$ cat src/rtl/int_gate_dispatch.sv
module int_gate_dispatch #(
  parameter int VEC_W   = 8,
  parameter int ADDR_W  = 24,
  parameter int LIM_W   = 16,
  parameter int NMI_VEC = 2
) (
  input  logic              clk,
  input  logic              rst_n,
  input  logic              intr_req,
  input  logic [VEC_W-1:0]  intr_vec,
  input  logic              nmi_req,
  input  logic              exc_valid,
  input  logic [VEC_W-1:0]  exc_vec,
  input  logic              sw_valid,
  input  logic [VEC_W-1:0]  sw_vec,
  output logic [3:0]        acc,
  output logic              busy,
  input  logic              if_set,
  input  logic              if_clr,
  input  logic              tf_set,
  output logic              if_q,
  output logic              tf_q,
  input  logic              tbl_we,
  input  logic [ADDR_W-1:0] tbl_base_d,
  input  logic [LIM_W-1:0]  tbl_limit_d,
  output logic [ADDR_W-1:0] tbl_base_q,
  output logic [LIM_W-1:0]  tbl_limit_q,
  input  logic [1:0]        cpl,
  input  logic [15:0]       flags_in,
  input  logic [15:0]       cur_cs,
  input  logic [15:0]       cur_ip,
  input  logic [15:0]       cur_ss,
  input  logic [15:0]       cur_sp,
  input  logic [ADDR_W-1:0] stk_ptr,
  output logic              mem_req,
  output logic              mem_we,
  output logic [ADDR_W-1:0] mem_addr,
  output logic [15:0]       mem_wdata,
  input  logic [63:0]       mem_rdata,
  input  logic              mem_ack,
  output logic              task_sw_valid,
  output logic [15:0]       task_sel,
  output logic              proc_valid,
  output logic [15:0]       proc_sel,
  output logic [15:0]       proc_off,
  output logic              fault_valid,
  output logic [1:0]        fault_code,
  output logic [VEC_W-1:0]  fault_vec,
  input  logic              iret_valid,
  input  logic              iret_task,
  input  logic [15:0]       iret_flags,
  input  logic              iret_task_if
);

  localparam int CW = (VEC_W + 3 > LIM_W) ? VEC_W + 3 : LIM_W;

  typedef enum logic [2:0] {S_IDLE, S_CHK, S_FETCH, S_EVAL, S_PUSH} st_t;
  st_t st;

  logic [VEC_W-1:0]  vec_q;
  logic [ADDR_W-1:0] ptr_q;
  logic [63:0]       desc_q;
  logic [15:0]       fl_q, cs_q, ip_q, ss_q, sp_q;
  logic [2:0]        pidx;
  logic              gate_int_q;

  wire idle = (st == S_IDLE);
  assign busy = !idle;

  assign acc[0] = idle & nmi_req;
  assign acc[1] = idle & !nmi_req & exc_valid;
  assign acc[2] = idle & !nmi_req & !exc_valid & sw_valid;
  assign acc[3] = idle & !nmi_req & !exc_valid & !sw_valid & intr_req & if_q;

  wire [VEC_W-1:0] sel_vec = nmi_req   ? VEC_W'(NMI_VEC) :
                             exc_valid ? exc_vec :
                             sw_valid  ? sw_vec  : intr_vec;

  wire [2:0] gtype = desc_q[34:32];
  wire [1:0] gdpl  = desc_q[36:35];
  wire       gconf = desc_q[37];
  wire       priv_ok  = (gdpl <= cpl) || gconf;
  wire       ring_chg = !gconf && (gdpl < cpl);
  wire       past_lim = CW'({vec_q, 3'b111}) > CW'(tbl_limit_q);

  assign mem_req   = (st == S_FETCH) || (st == S_PUSH);
  assign mem_we    = (st == S_PUSH);
  assign mem_addr  = (st == S_FETCH) ? tbl_base_q + ADDR_W'({vec_q, 3'b000})
                                     : ptr_q - ADDR_W'(2);

  always_comb begin
    case (pidx)
      3'd0:    mem_wdata = ss_q;
      3'd1:    mem_wdata = sp_q;
      3'd2:    mem_wdata = fl_q;
      3'd3:    mem_wdata = cs_q;
      default: mem_wdata = ip_q;
    endcase
  end

  always_ff @(posedge clk or negedge rst_n) begin
    if (!rst_n) begin
      tbl_base_q  <= '0;
      tbl_limit_q <= '0;
    end else if (tbl_we) begin
      tbl_base_q  <= tbl_base_d;
      tbl_limit_q <= tbl_limit_d;
    end
  end

  always_ff @(posedge clk or negedge rst_n) begin
    if (!rst_n) begin
      st <= S_IDLE;
      vec_q <= '0; ptr_q <= '0; desc_q <= '0;
      fl_q <= '0; cs_q <= '0; ip_q <= '0; ss_q <= '0; sp_q <= '0;
      pidx <= '0; gate_int_q <= 1'b0;
      if_q <= 1'b0; tf_q <= 1'b0;
      task_sw_valid <= 1'b0; task_sel <= '0;
      proc_valid <= 1'b0; proc_sel <= '0; proc_off <= '0;
      fault_valid <= 1'b0; fault_code <= '0; fault_vec <= '0;
    end else begin
      task_sw_valid <= 1'b0;
      proc_valid    <= 1'b0;
      fault_valid   <= 1'b0;

      if (iret_valid)  if_q <= iret_task ? iret_task_if : iret_flags[9];
      else if (if_clr) if_q <= 1'b0;
      else if (if_set) if_q <= 1'b1;
      if (tf_set) tf_q <= 1'b1;

      case (st)
        S_IDLE: if (|acc) begin
          vec_q <= sel_vec;
          cs_q <= cur_cs; ip_q <= cur_ip; ss_q <= cur_ss; sp_q <= cur_sp;
          st <= S_CHK;
        end
        S_CHK: begin
          if (past_lim) begin
            fault_valid <= 1'b1; fault_code <= 2'd2; fault_vec <= vec_q;
            st <= S_IDLE;
          end else st <= S_FETCH;
        end
        S_FETCH: if (mem_ack) begin
          desc_q <= mem_rdata;
          st <= S_EVAL;
        end
        S_EVAL: begin
          if (gtype < 3'd5) begin
            fault_valid <= 1'b1; fault_code <= 2'd1; fault_vec <= vec_q;
            st <= S_IDLE;
          end else if (gtype == 3'd5) begin
            task_sw_valid <= 1'b1; task_sel <= desc_q[31:16];
            st <= S_IDLE;
          end else if (!priv_ok) begin
            fault_valid <= 1'b1; fault_code <= 2'd3; fault_vec <= vec_q;
            st <= S_IDLE;
          end else begin
            fl_q <= {flags_in[15:10], if_q, tf_q, flags_in[7:0]};
            pidx <= ring_chg ? 3'd0 : 3'd2;
            ptr_q <= stk_ptr;
            gate_int_q <= (gtype == 3'd6);
            tf_q <= 1'b0;
            if (gtype == 3'd6) if_q <= 1'b0;
            st <= S_PUSH;
          end
        end
        S_PUSH: if (mem_ack) begin
          ptr_q <= ptr_q - ADDR_W'(2);
          if (pidx == 3'd4) begin
            proc_valid <= 1'b1;
            proc_sel <= desc_q[31:16];
            proc_off <= desc_q[15:0];
            st <= S_IDLE;
          end else pidx <= pidx + 3'd1;
        end
        default: st <= S_IDLE;
      endcase
    end
  end

  p_one_outcome_r5: assert property (@(posedge clk) disable iff (!rst_n)
    $onehot0({task_sw_valid, proc_valid, fault_valid}));

  p_nmi_first_r12: assert property (@(posedge clk) disable iff (!rst_n)
    (nmi_req && !busy) |-> acc[0]);

  p_busy_block_r12: assert property (@(posedge clk) disable iff (!rst_n)
    busy |-> (acc == 4'b0000));

  p_task_nopush_r6: assert property (@(posedge clk) disable iff (!rst_n)
    task_sw_valid |-> !$past(mem_we));

  p_limit_noread_r4: assert property (@(posedge clk) disable iff (!rst_n)
    (fault_valid && fault_code == 2'd2) |-> !$past(mem_req));

  p_tf_clear_r9: assert property (@(posedge clk) disable iff (!rst_n)
    proc_valid |-> !tf_q);

  p_intgate_if_r10: assert property (@(posedge clk) disable iff (!rst_n)
    (proc_valid && gate_int_q) |-> !if_q);

  p_push_step_r8: assert property (@(posedge clk) disable iff (!rst_n)
    (mem_we && mem_ack && pidx != 3'd4) |=> (mem_we && $past(mem_addr) - ADDR_W'(2) == mem_addr));

endmodule

$ cat config.mk
export PLATFORM = sky130hd
export DESIGN_NAME = int_gate_dispatch
export DESIGN_NICKNAME = d
export VERILOG_FILES = /design/src/rtl/int_gate_dispatch.sv
export SDC_FILE = /design/constraint.sdc
export NUM_CORES = 1
export LEC_CHECK = 0
export BUFFER_PORTS_ARGS = -buffer_cell sky130_fd_sc_hd__buf_2
export CAP_MARGIN = 5
export CORE_AREA = 2 2 162 164
export DETAILED_ROUTE_END_ITERATION = 7
export DIE_AREA = 0 0 164 166
export PLACE_DENSITY_LB_ADDON = 0.05
export SYNTH_ARGS = -nofsm -noshare
export SYNTH_HDL_FRONTEND = slang
export SYNTH_SLANG_ARGS = --single-unit
export TNS_END_PERCENT = 5
$ cat constraint.sdc
create_clock -name clk -period 4.3 [get_ports clk]
set_clock_uncertainty 0.05 [all_clocks]
set_input_delay 0.43 -clock clk [delete_from_list [all_inputs] [get_ports clk]]
set_output_delay 0.43 -clock clk [all_outputs]
set_load 0.02 [all_outputs]
# ---- After elaboration in Yosys (flattened, before gate mapping)
# Cells that the tools add are included.
dict set report word_totals {
  inputBits 264
  ram_bits 0
  elab_cells 143
  output_inout_bits 150
  mem_bits_ro 0
  regBits 259
  latchBits 0
  mem_count 0
}
dict set report op_classes {
  n_div 0
  mul 0
  bitwise_logic 10
  magnitude_cmp 4
  add_sub_neg 3
  eq_ne 21
  shifts 0
  n_reduce_logical 22
  muxes 61
}
# cell n
set ops {}
lappend ops {{2-to-1 mux 24 bit} 5}
lappend ops {{case mux 16 bit (4 select lines)} 1}
lappend ops {{2-to-1 mux 8 bit} 7}
lappend ops {{case mux 24 bit (2 select lines)} 1}
lappend ops {{2-to-1 mux 3 bit} 12}
lappend ops {{adder 24 x 11 -> 24 bit} 1}
lappend ops {{2-to-1 mux 1 bit} 24}
lappend ops {{subtractor 24 x 2 -> 24 bit, second input constant} 1}
lappend ops {{> comparator 11 x 16 -> 1 bit} 1}
lappend ops {{case mux 8 bit (2 select lines)} 1}
lappend ops {{case mux 3 bit (5 select lines)} 1}
lappend ops {{equality test 3 x 2 -> 1 bit, second input constant} 4}
lappend ops {{equality test 3 bit, second input constant} 4}
lappend ops {{2-to-1 mux 2 bit} 6}
lappend ops {{!= test 2 bit, second input constant} 6}
lappend ops {{AND reduction 4 bit} 3}
lappend ops {{AND 1 bit} 8}
lappend ops {{equality test 3 x 1 -> 1 bit, second input constant} 2}
lappend ops {{zero test 3 bit} 2}
lappend ops {{!= test 2 x 1 -> 1 bit, second input constant} 3}
lappend ops {{!= test 3 bit, second input constant} 2}
lappend ops {{case mux 3 bit (2 select lines)} 1}
lappend ops {{AND reduction 3 bit} 2}
lappend ops {{AND reduction 6 bit} 1}
lappend ops {{other kinds (14)} 22}

# ---- Logic depth before layout (Yosys ltp)
# Gate-level depths: netlist of run 1.
dict set report logic_depth {
  word_depth 9
  mapped_depth 11
  depth_no_buf 8
}

# ---- Least setup slack after synthesis of run 1
# OpenSTA, ideal clock, no wires.
dict set report synth_path {
  kind {register -> output}
  startpoint {register tbl_base_q[3]}
  endpoint {output port mem_addr[17]}
  stages_incl_launch_ff 9
  t_arrival_ns 2.549
  n_path_buf 0
  required_time_ns 3.820
  setup_slack_ns 1.271
  path_cell_list {dfrtp_1 ha_1 fa_1 a21o_1 a221oi_1 a21oi_1 nand4_1 xor2_1 o21ai_0}
}
dict set report synth_via {
  elab_chain_cells 2
}
# item line_no
set synth_rtl {}
lappend synth_rtl {{from (decl)} 26} ;# output logic [ADDR_W-1:0] tbl_base_q,
lappend synth_rtl {{from (signal assigned)} 106} ;# tbl_base_q <= tbl_base_d;
lappend synth_rtl {{adder 24 x 11 -> 24 bit} 88} ;# assign mem_addr = (st == S_FETCH) ? tbl_base_q + ADDR_W'({vec_q, 3'b000})
lappend synth_rtl {{2-to-1 mux 24 bit} 88}
lappend synth_rtl {{to (decl)} 37} ;# output logic [ADDR_W-1:0] mem_addr,
# Every way passes these cells.

# ---- Final worst setup path of run 1
dict set report layout_path {
  startpoint {register vec_q[5]}
  endpoint {output port mem_addr[23]}
}
dict set report layout_via {
  elab_chain_cells 2
}
# item line_no
set layout_rtl {}
lappend layout_rtl {{from (decl)} 60} ;# logic [VEC_W-1:0] vec_q;
lappend layout_rtl {{from (signal assigned)} 133} ;# vec_q <= sel_vec;
lappend layout_rtl {{adder 24 x 11 -> 24 bit} 88}
lappend layout_rtl {{2-to-1 mux 24 bit} 88}
# Every way passes these cells.

==> metrics, run 1 <==
status finished, final reports clean; Placed Cells roughly 1800; first drt pass iteration count 5; Tmin final roughly 3700 ps; Worst Path Buf+Inv 1; Post-synth EDFFs 0; Synth cell types between 60 and 70; die area 27200 sq um; dominant cells by area after synthesis dfrtp_1, mux2_2, nand2_1; Clock Path Buffers 3; critical path type reg2out; initial core utilization between 40% and 50%; Mapped Cells around 1200; hold buffers post-CTS 11; Final ANT Viol Nets 0; worst-margin pin slew 1080 ps; final number of hold-violating endpoints 0; CTS tree yes; Yosys Warn Count 0; largest net degree at the start of global routing slightly below 100; worst skew pair latency approximately 560 ps; syn avg cell area between 10 and 15 sq um; max_cap viols 0; HP Class in2reg; Layout Nets roughly 1800; setup bufs post-CTS 0; vias in the first global route 9859; Crit path largest cell delay between 600 and 700 ps; WL per Instance between 15 and 20 microns; Final setup viols 0; hold depth 3; relative slew slack 28.0%; top-area cell type share of the netlist area between 50% and 60%; clk sinks between 200 and 300; H-tree Lvls 1; initial antenna violation count 8; max-slew violations 0; max reg flops 38; detailed placement HPWL 24000 microns; Worst Path Arrival between 3000 and 4000 ps; dominant cell type by area after synthesis dfrtp_1; core area 25600 sq um; WL final 33900 microns; Vias/cell roughly 5.3; Worst EP required 3820 ps; io pins 414; Syn Std Cell Area 12200 sq um; Fill cells between 2000 and 2500; FFs w/ async S/R, synth 100%; # DRC 0; CTS buffer count 30; CP Launch Type register; Die W 164 microns; Net Count, Synth around 1500; Total GRT Usage 24.7%; global route total overflow 0; port bufs 370; worst-path cell chain ha_1, and3_1, a221oi_1, a21oi_1, or3b_2, xor2_1, mux2i_1, buf_2; VDD IR max between 0.4 and 0.5 mV; CTS clk-pin slew, worst paths about 60 ps; via total after detailed routing around 10000; largest register by flop count desc_q; clock root cell clkbuf_16; final setup TNS 0 ps; Synth Flop Type dfrtp_1; DRC marker count from the first detailed-route iteration 649; final period utilization between 80% and 90%; Routability Congestion between 0.8 and 0.9; die height 166 microns; Cell Pwr Density slightly above 700 nW/um^2; RSZ-0062 raised after global routing no; crit-path max FO 8; first-pass GRT wire length approximately 53000 microns; share of cells above drive strength 1 roughly 38%; Cell Count, Final, Fillers Out around 1900; Critical Path Slowest Stage Cell a21oi_1; crit end category output pin; Worst path depth 8; Area growth syn-to-layout 27.4%; fmax 0.268 GHz; cts repair resizes 0; Core Rows 59; r2r worst-path depth 8; Leak Pwr around 0.0078 uW; family with the most delay on the worst path compound AO/OA/AOI/OAI gates; register area share after synthesis 52.9%; Synth Register Bits 259; Largest regs desc_q (38), ptr_q (24), tbl_base_q (24)
[worst min-delay path, stage by stage]
cell,delay [ps]
buf_2,70
nand2_1,40
nand2_1,40
[final cells by class]
| class | count | area [sq um] | area share (%) |
|---|---|---|---|
| sequential | 259 | 6480 | 41.6 |
| multi-input combinational | 815 | 5450 | 34.9 |
| timing repair buffer | 395 | 2090 | 13.4 |
| clock buffer | 40 | 838 | 5.38 |
| tap | 335 | 419 | 2.69 |
| clock inverter | 14 | 220 | 1.41 |
| inverter | 23 | 86.3 | 0.554 |
| antenna | 5 | 12.5 | 0.0802 |
[cell usage in the layout (no fill, tap or decap), types with 4 or more instances in the layout]
cell and count:
nor3_1 13, o211ai_1 4, o21ai_1 5, nor2b_1 4, dlygate4sd3_1 11, a21oi_1 45
ha_1 24, buf_2 369, nand2b_1 6, clkbuf_8 5, bufinv_16 5, clkinvlp_4 4
a21o_1 5, nand2_1 248, dfrtp_1 259, diode_2 5, a31oi_1 8, or3_1 5
a22oi_1 38, xor2_1 18, o31ai_1 6, nor2_1 56, o21ai_0 45, mux2_2 142
and3_1 4, o21a_1 18, inv_1 21, clkbuf_1 5, buf_4 13, mux2i_1 14
o22ai_1 9, clkbuf_16 30, nand4_1 6, nand3_1 23, xnor2_1 18
[power breakdown]
part / leakage, uW / internal [uW] / total (uW) / switching (uW)
clock network: 0.000506 / 1670 / 2700 / 1030
logic: 0.00411 / 1730 / 4390 / 2660
registers: 0.00322 / 3310 / 3950 / 631
[cell families after synthesis]
| kind of cell | share of synthesized area [%] |
|---|---|
| adders and majority gates | 2.62 |
| DFF | 52.9 |
| muxes | 14.2 |
| xor gates and xnor gates | 2.58 |
| AOI/OAI and AO/OA | 10.6 |
| and+or+nand+nor | 14.3 |
| buffers and inverters | 2.81 |
[per-layer routing]
metal | up-vias | GRT usage (%) | wire (microns)
met5 | - | 0 | 32
met4 | 6 | 6.22 | 765
met3 | 53 | 5.94 | 2350
met2 | 291 | 40.2 | 16200
met1 | 4886 | 33.2 | 14600
li1 | 4761 | - | -
[worst paths after layout]
check | slack [ps] | end | start
setup reg to reg | 1330 | proc_sel[0] | st[0]
setup / recovery | 570 | mem_addr[23] | vec_q[5]
hold / removal | 20 | ss_q[4] | cur_ss[4]
min in group asynchronous | 440 | tbl_base_q[16] | rst_n
max in group asynchronous | 2680 | cs_q[1] | rst_n
hold reg to reg | 430 | sp_q[6] | sp_q[6]
[cells in the mapped netlist (3+ instances only)]
cell type,count
nand2_1,248
ha_1,24
nand3_1,23
clkbuf_1,57
nand2b_1,6
nor3_1,13
a22o_1,3
and2_1,3
o31ai_1,6
mux2i_1,14
nor2b_1,4
nand4_1,6
o21ai_1,6
buf_1,6
a21o_1,5
and4_1,3
o21ai_0,45
a21oi_1,45
inv_1,21
xor2_1,18
o22ai_1,9
and3_1,5
dfrtp_1,259
mux2_2,142
or3_1,5
nor2_1,57
xnor2_1,18
o21a_1,19
o211ai_1,4
a22oi_1,38
a31oi_1,8
[metrics by stage]
step                total power [uW]  setup WS (ps)  hold slack [ps]  utilization [%]  cell area (sq um)
floorplan                       6920           1270             84.4                -              12200
global placement                8290           1220              408             56.3              14400
detailed placement              8390           1190              413             56.3              14400
CTS                            11100            582             1.52             60.8              15600
global route                   11800            345             7.05             60.9              15600
finish                         11000            569             20.0             60.9              15600
Power figures use the tool's default switching activity.
==> run 2: changes to the inputs <==
==> constraint.sdc (replaced) <==
create_clock -name clk -period 4.3 [get_ports clk]
set_clock_uncertainty 0.05 [all_clocks]
set_input_delay 0.215 -clock clk [delete_from_list [all_inputs] [get_ports clk]]
set_output_delay 0.215 -clock clk [all_outputs]
set_load 0.02 [all_outputs]
==> metrics, run 2 (synthesis gave the netlist of run 1 again) <==
status finished, final reports clean; Total GRT Usage between 20% and 30%; clk sinks 259; Gate power share between 40% and 50%; VDD IR max between 0.4 and 0.5 mV; clock network power share roughly 22%; cts repair resizes 0; commonest non-fill, non-tap cell in the layout buf_2; max_cap viols 0; worst skew pair latency around 540 ps; clock root cell clkbuf_16; Vias/cell 5.18; initial core utilization between 40% and 50%; die area 27200 sq um; DRC marker count from the first detailed-route iteration 675; crit end category output pin; Cell Pwr Density roughly 630 nW/um^2; WL final 35700 microns; io pins about 410; CTS clk-pin slew, worst paths approximately 60 ps; design internal power 6570 uW; share of cells above drive strength 1 about a third; first-pass GRT wire length between 50000 and 60000 microns; final number of hold-violating endpoints 0; busiest grt layer met2; Largest regs desc_q (38), ptr_q (24), tbl_base_q (24); core area 25600 sq um; Clock Path Buffers 3; Routability Congestion slightly above 0.8; max reg flops 38; vias in the first global route around 11000; port bufs 370; Final ANT Viol Nets 0; initial antenna violation count 2; largest register by flop count desc_q; Die W approximately 160 microns; Layout Nets about 2000; Core Rows a little under 60; max-slew violations 0; critical path type reg2out; via total after detailed routing 10700; first drt pass iteration count 7; most frequent cells in the layout buf_2, dfrtp_1, nand2_1, dlygate4sd3_1, mux2_2; Final Power 10900 uW; Reg power frac 36.4%; # DRC 0; Area growth syn-to-layout 40.6%; Worst Path Arrival 3280 ps; met3 Resource Use GR approximately 5.2%; largest net degree at the start of global routing approximately 110; final period utilization between 80% and 90%; global route total overflow 0; hold buffers post-CTS about 190; worst-margin pin slew 1070 ps; WL per Instance 17.3 microns; CTS buffer count 29; detailed placement HPWL 23800 microns; met1 Track Usage GR between 30% and 40%; sw power 4310 uW; CTS tree yes; HP Class in2reg; fmax between 0.2 and 0.3 GHz; Final setup viols 0; relative slew slack around 28%; RSZ-0062 raised after global routing no; H-tree Lvls 1; met2 GRT Util approximately 44%; final setup TNS 0 ps; CP Launch Type register; sw frac roughly 40%; setup bufs post-CTS 0; Worst EP required roughly 4000 ps; Leak Pwr between 0.008 and 0.009 uW; crit-path max FO 8; Tmin final around 3500 ps; die height ~170 microns
run 2: cell count changes in the layout (fill, tap and decap cells not counted), sizes merged:
cell / change
bufinv: -3
diode: -3
clkinvlp: -4
clkbuf: +3
dlygate4sd3: +178
buf: -1
clkinv: +1
run 2: final cells by class:
cell class | count | area, sq um
Fill cell | 2016 | 8400
Sequential cell | 259 | 6480
Multi-Input combinational cell | 815 | 5450
Timing Repair Buffer | 572 | 3860
Clock buffer | 43 | 818
Tap cell | 335 | 419
Clock inverter | 8 | 93.8
Inverter | 23 | 86.3
Antenna cell | 2 | 5.00
run 2: final timing paths:
| check | from | to | slack [ps] | depth (start not counted) |
|---|---|---|---|---|
| min in group asynchronous | rst_n | tbl_base_q[16] | 280 | 2 |
| worst min register to register | ss_q[0] | ss_q[0] | 430 | 2 |
| max in group asynchronous | rst_n | st[1] | 2880 | 3 |
| worst min-delay path | exc_vec[2] | vec_q[2] | 40 | 3 |
| worst max-delay path | vec_q[0] | mem_addr[23] | 760 | 9 |
| worst max register to register | st[2] | ip_q[6] | 1510 | 5 |
run 2: layer usage:
metal / share of wire (%) / routed length [microns]
met2: 49 / 17500
met4: 1.8 / 635
met5: 0 / 0
met3: 6.0 / 2150
met1: 43 / 15400
run 2: power groups by stage:
stage | logic [uW] | registers [uW] | clock network (uW)
floorplan | 2920 | 4000 | 0
global placement | 4340 | 3940 | 0
detailed placement | 4390 | 3980 | 0
CTS | 4550 | 3940 | 2460
global route | 4980 | 4080 | 2560
finish | 4530 | 3960 | 2390
run 2: metrics by stage:
step	std cells	area (sq um)	setup WS, ps	hold slack [ps]	util [%]
final	2057	17200	759	35.4	67.2
after global routing	2057	17200	604	53.1	67.2
after CTS	2055	17200	785	9.70	67.2
after detailed placement	1815	14400	1370	312	56.2
after global placement	1815	14400	1400	325	56.2
after floorplan	1163	12200	1490	-131	-
run 2: worst max-delay path, stage by stage, from the launching register on:
cell and delay (ps):
dfrtp_1 410, ha_1 230, fa_1 410, a21o_1 190, a221oi_1 440, a21oi_1 350, or3b_2 300, xor2_1 130
mux2i_1 70, buf_2 190
==> run 3: changes to the inputs <==
--- a/config.mk
+++ b/config.mk
@@ -5,11 +5,12 @@
 export SDC_FILE = /design/constraint.sdc
 export NUM_CORES = 1
 export LEC_CHECK = 0
+export ABC_AREA = 1
 export BUFFER_PORTS_ARGS = -buffer_cell sky130_fd_sc_hd__buf_2
 export CAP_MARGIN = 5
-export CORE_AREA = 2 2 162 164
+export CORE_MARGIN = 2
+export CORE_UTILIZATION = 52
 export DETAILED_ROUTE_END_ITERATION = 7
-export DIE_AREA = 0 0 164 166
 export PLACE_DENSITY_LB_ADDON = 0.05
 export SYNTH_ARGS = -nofsm -noshare
 export SYNTH_HDL_FRONTEND = slang
==> constraint.sdc (replaced) <==
create_clock -name clk -period 3.4 [get_ports clk]
set_clock_uncertainty 0.05 [all_clocks]
set_input_delay 0.17 -clock clk [delete_from_list [all_inputs] [get_ports clk]]
set_output_delay 0.17 -clock clk [all_outputs]
set_load 0.02 [all_outputs]
==> metrics, run 3 <==
worst-margin pin slew between 1000 and 1500 ps; Final Power between 10000 and 15000 uW; Worst Path Buf+Inv 3; Reg2Reg Launch Point st[0]; HP Class in2reg; sw power about 5000 uW; first drt pass iteration count 5; final setup TNS 0 ps; family with the most delay on the worst path buffers and inverters; Final ANT Viol Nets 0; Routability Congestion 0.875; dominant cell type by area after synthesis dfrtp_1; crit-path max FO between 40 and 50; detailed placement HPWL between 20000 and 30000 microns; Synth cell types 45; Tmin final 3070 ps; Reg power frac between 30% and 40%; top-area cell type share of the netlist area 50.2%; CP Launch Type register; Synth Flop Type dfrtp_1; H-tree Lvls 1; Net Count, Synth 1786; syn avg cell area between 8 and 9 sq um; Worst Path Arrival 2850 ps; cts repair resizes 0; FFs w/ async S/R, synth between 90% and 100%; largest register by flop count desc_q; Vias/cell 5.14; register area share after synthesis 50.2%; CTS buffer count 27; io pins roughly 410; share of cells above drive strength 1 26.7%; status finished, final reports clean; Cell Pwr Density around 680 nW/um^2; Syn Std Cell Area between 10000 and 15000 sq um; hold path start nmi_req; clock root cell clkbuf_16; clock network power share between 20% and 30%; Mapped Cells 1497; register area ~6500 sq um; final number of hold-violating endpoints 0; global route total overflow 0; area of the multi-input gates approximately 5500 sq um; dominant cells by area after synthesis dfrtp_1, nand2_1, mux2_2; Cell Count, Final, Fillers Out 2394; commonest non-fill, non-tap cell in the layout nand2_1; clk sinks around 260; Final setup viols 0; max_cap viols 0; via total after detailed routing 12300; DRC marker count from the first detailed-route iteration 1005; CTS tree yes; VDD IR max 0.498 mV; setup bufs post-CTS 0; largest net degree at the start of global routing just over 100; crit end category output pin; Core Rows 57; Gate power share a little over two fifths; RSZ-0062 raised after global routing no; CTS clk-pin slew, worst paths roughly 60 ps; relative slew slack approximately 29%; die area approximately 26000 sq um; Worst EP required 3180 ps; max reg flops 38; Total GRT Usage a little under a third; port bufs between 300 and 400; Post-synth EDFFs 0; WL final approximately 40000 microns; worst skew pair latency 550 ps; Synth Register Bits 259; pre-CTS setup slack 947 ps; r2r worst-path depth 8; # DRC 0; Placed Cells around 2100; design internal power between 7000 and 8000 uW; Hold EP vec_q[2]; Layout Nets 2337; Fill cells ~1900; hold depth 4; most frequent cells in the layout nand2_1, buf_2, dfrtp_1, dlygate4sd3_1, o21ai_0; Final WS setup roughly 330 ps; Leak Pwr approximately 0.0095 uW; critical path type reg2out; Critical Path Slowest Stage Cell nand2_1; Area growth syn-to-layout 37.8%; core area approximately 24000 sq um; Clock Path Buffers 3; most common cell in the netlist nand2_1; Crit path largest cell delay just under 600 ps; worst-path cell chain inv_1, buf_4, nand2_1, o22ai_1, o21ai_0, o21ai_0, buf_2; flop-to-flop setup slack between 800 and 900 ps; top cells by count, synth nand2_1, dfrtp_1, o21ai_0, inv_1, nor2_1; sw frac 41.4%; Yosys Warn Count 0; max-slew violations 0; final period utilization 90.4%; initial antenna violation count 1; Largest regs desc_q (38), ptr_q (24), tbl_base_q (24); WL per Instance 16.7 microns; Crit path top cell by count o21ai_0; Reg-to-Reg End vec_q[6]; Die W approximately 160 microns; initial core utilization 53.0%; first-pass GRT wire length 63200 microns; vias in the first global route ~12000; fmax ~0.33 GHz; die height ~160 microns
## run 3: worst reg2reg max path, stage by stage (launching register included)
cell	delay [ps]
dfrtp_1	420
nor2_1	210
inv_2	110
nor2_1	260
o31ai_2	200
nand2_4	460
nand2_1	110
nand2_1	80
dlygate4sd3_1	540
## run 3: final cells by class
cell class,count,share of cell area [%]
diodes,1,0.0141
clock buffers,37,4.29
clock inverters,13,0.464
inverters,159,3.35
multi-input cells,1020,30.9
flip-flops and latches,259,36.4
well taps,324,2.28
repair buffers,581,22.3
## run 3: worst max path at each step
stage,startpoint,to,slack (ps),cells after the start
6_report,pidx[2],mem_wdata[1],330,7
5_1_grt,pidx[2],mem_wdata[7],90,7
4_1_cts,pidx[2],mem_wdata[7],350,7
3_5_place_dp,st[1],ptr_q[1],950,8
3_3_place_gp,st[1],ptr_q[9],980,8
2_1_floorplan,tbl_base_q[3],mem_addr[19],1260,10
## run 3: cells by family (layout without fill, tap and decap cells)
logic type,Yosys count,in the layout,share of synthesized area [%]
other,0,1,0
AOI/OAI and AO/OA,247,247,10.1
DFF,259,259,50.2
muxes,102,102,8.87
adders and majority gates,25,25,2.48
xor gates and xnor gates,14,14,0.949
buffers and inverters,218,790,7.31
and+or+nand+nor,632,632,20.1
## run 3: power groups by stage
| stage | clock network (uW) | registers [uW] | logic (uW) |
|---|---|---|---|
| floorplan | 0 | 4180 | 3350 |
| global placement | 0 | 4190 | 4680 |
| detailed placement | 0 | 4220 | 4760 |
| CTS | 2880 | 4170 | 4990 |
| global route | 3000 | 4250 | 5660 |
| finish | 2840 | 4180 | 5050 |
## run 3: repair_timing
| item | CTS | global route |
|---|---|---|
| endpoints found under the hold margin | 284 | 0 |
| setup endpoints to repair | 0 | 0 |
| hold buffers | 199 | 0 |
## run 3: metrics by stage
stage	area, sq um	util [%]	hold slack [ps]
global placement	15000	61.4	199
finish	17800	73.0	12.6
CTS	17800	73.0	2.61
global route	17800	73.0	40.6
detailed placement	15000	61.4	202
floorplan	12900	-	-176
## run 3: metal layers
layer	vias to the layer above	routed length, microns	global-route usage [%]
li1	5963	-	-
met1	5770	16300	38.0
met2	469	19500	52.6
met3	108	2400	4.39
met4	0	1710	12.6
met5	-	0	0
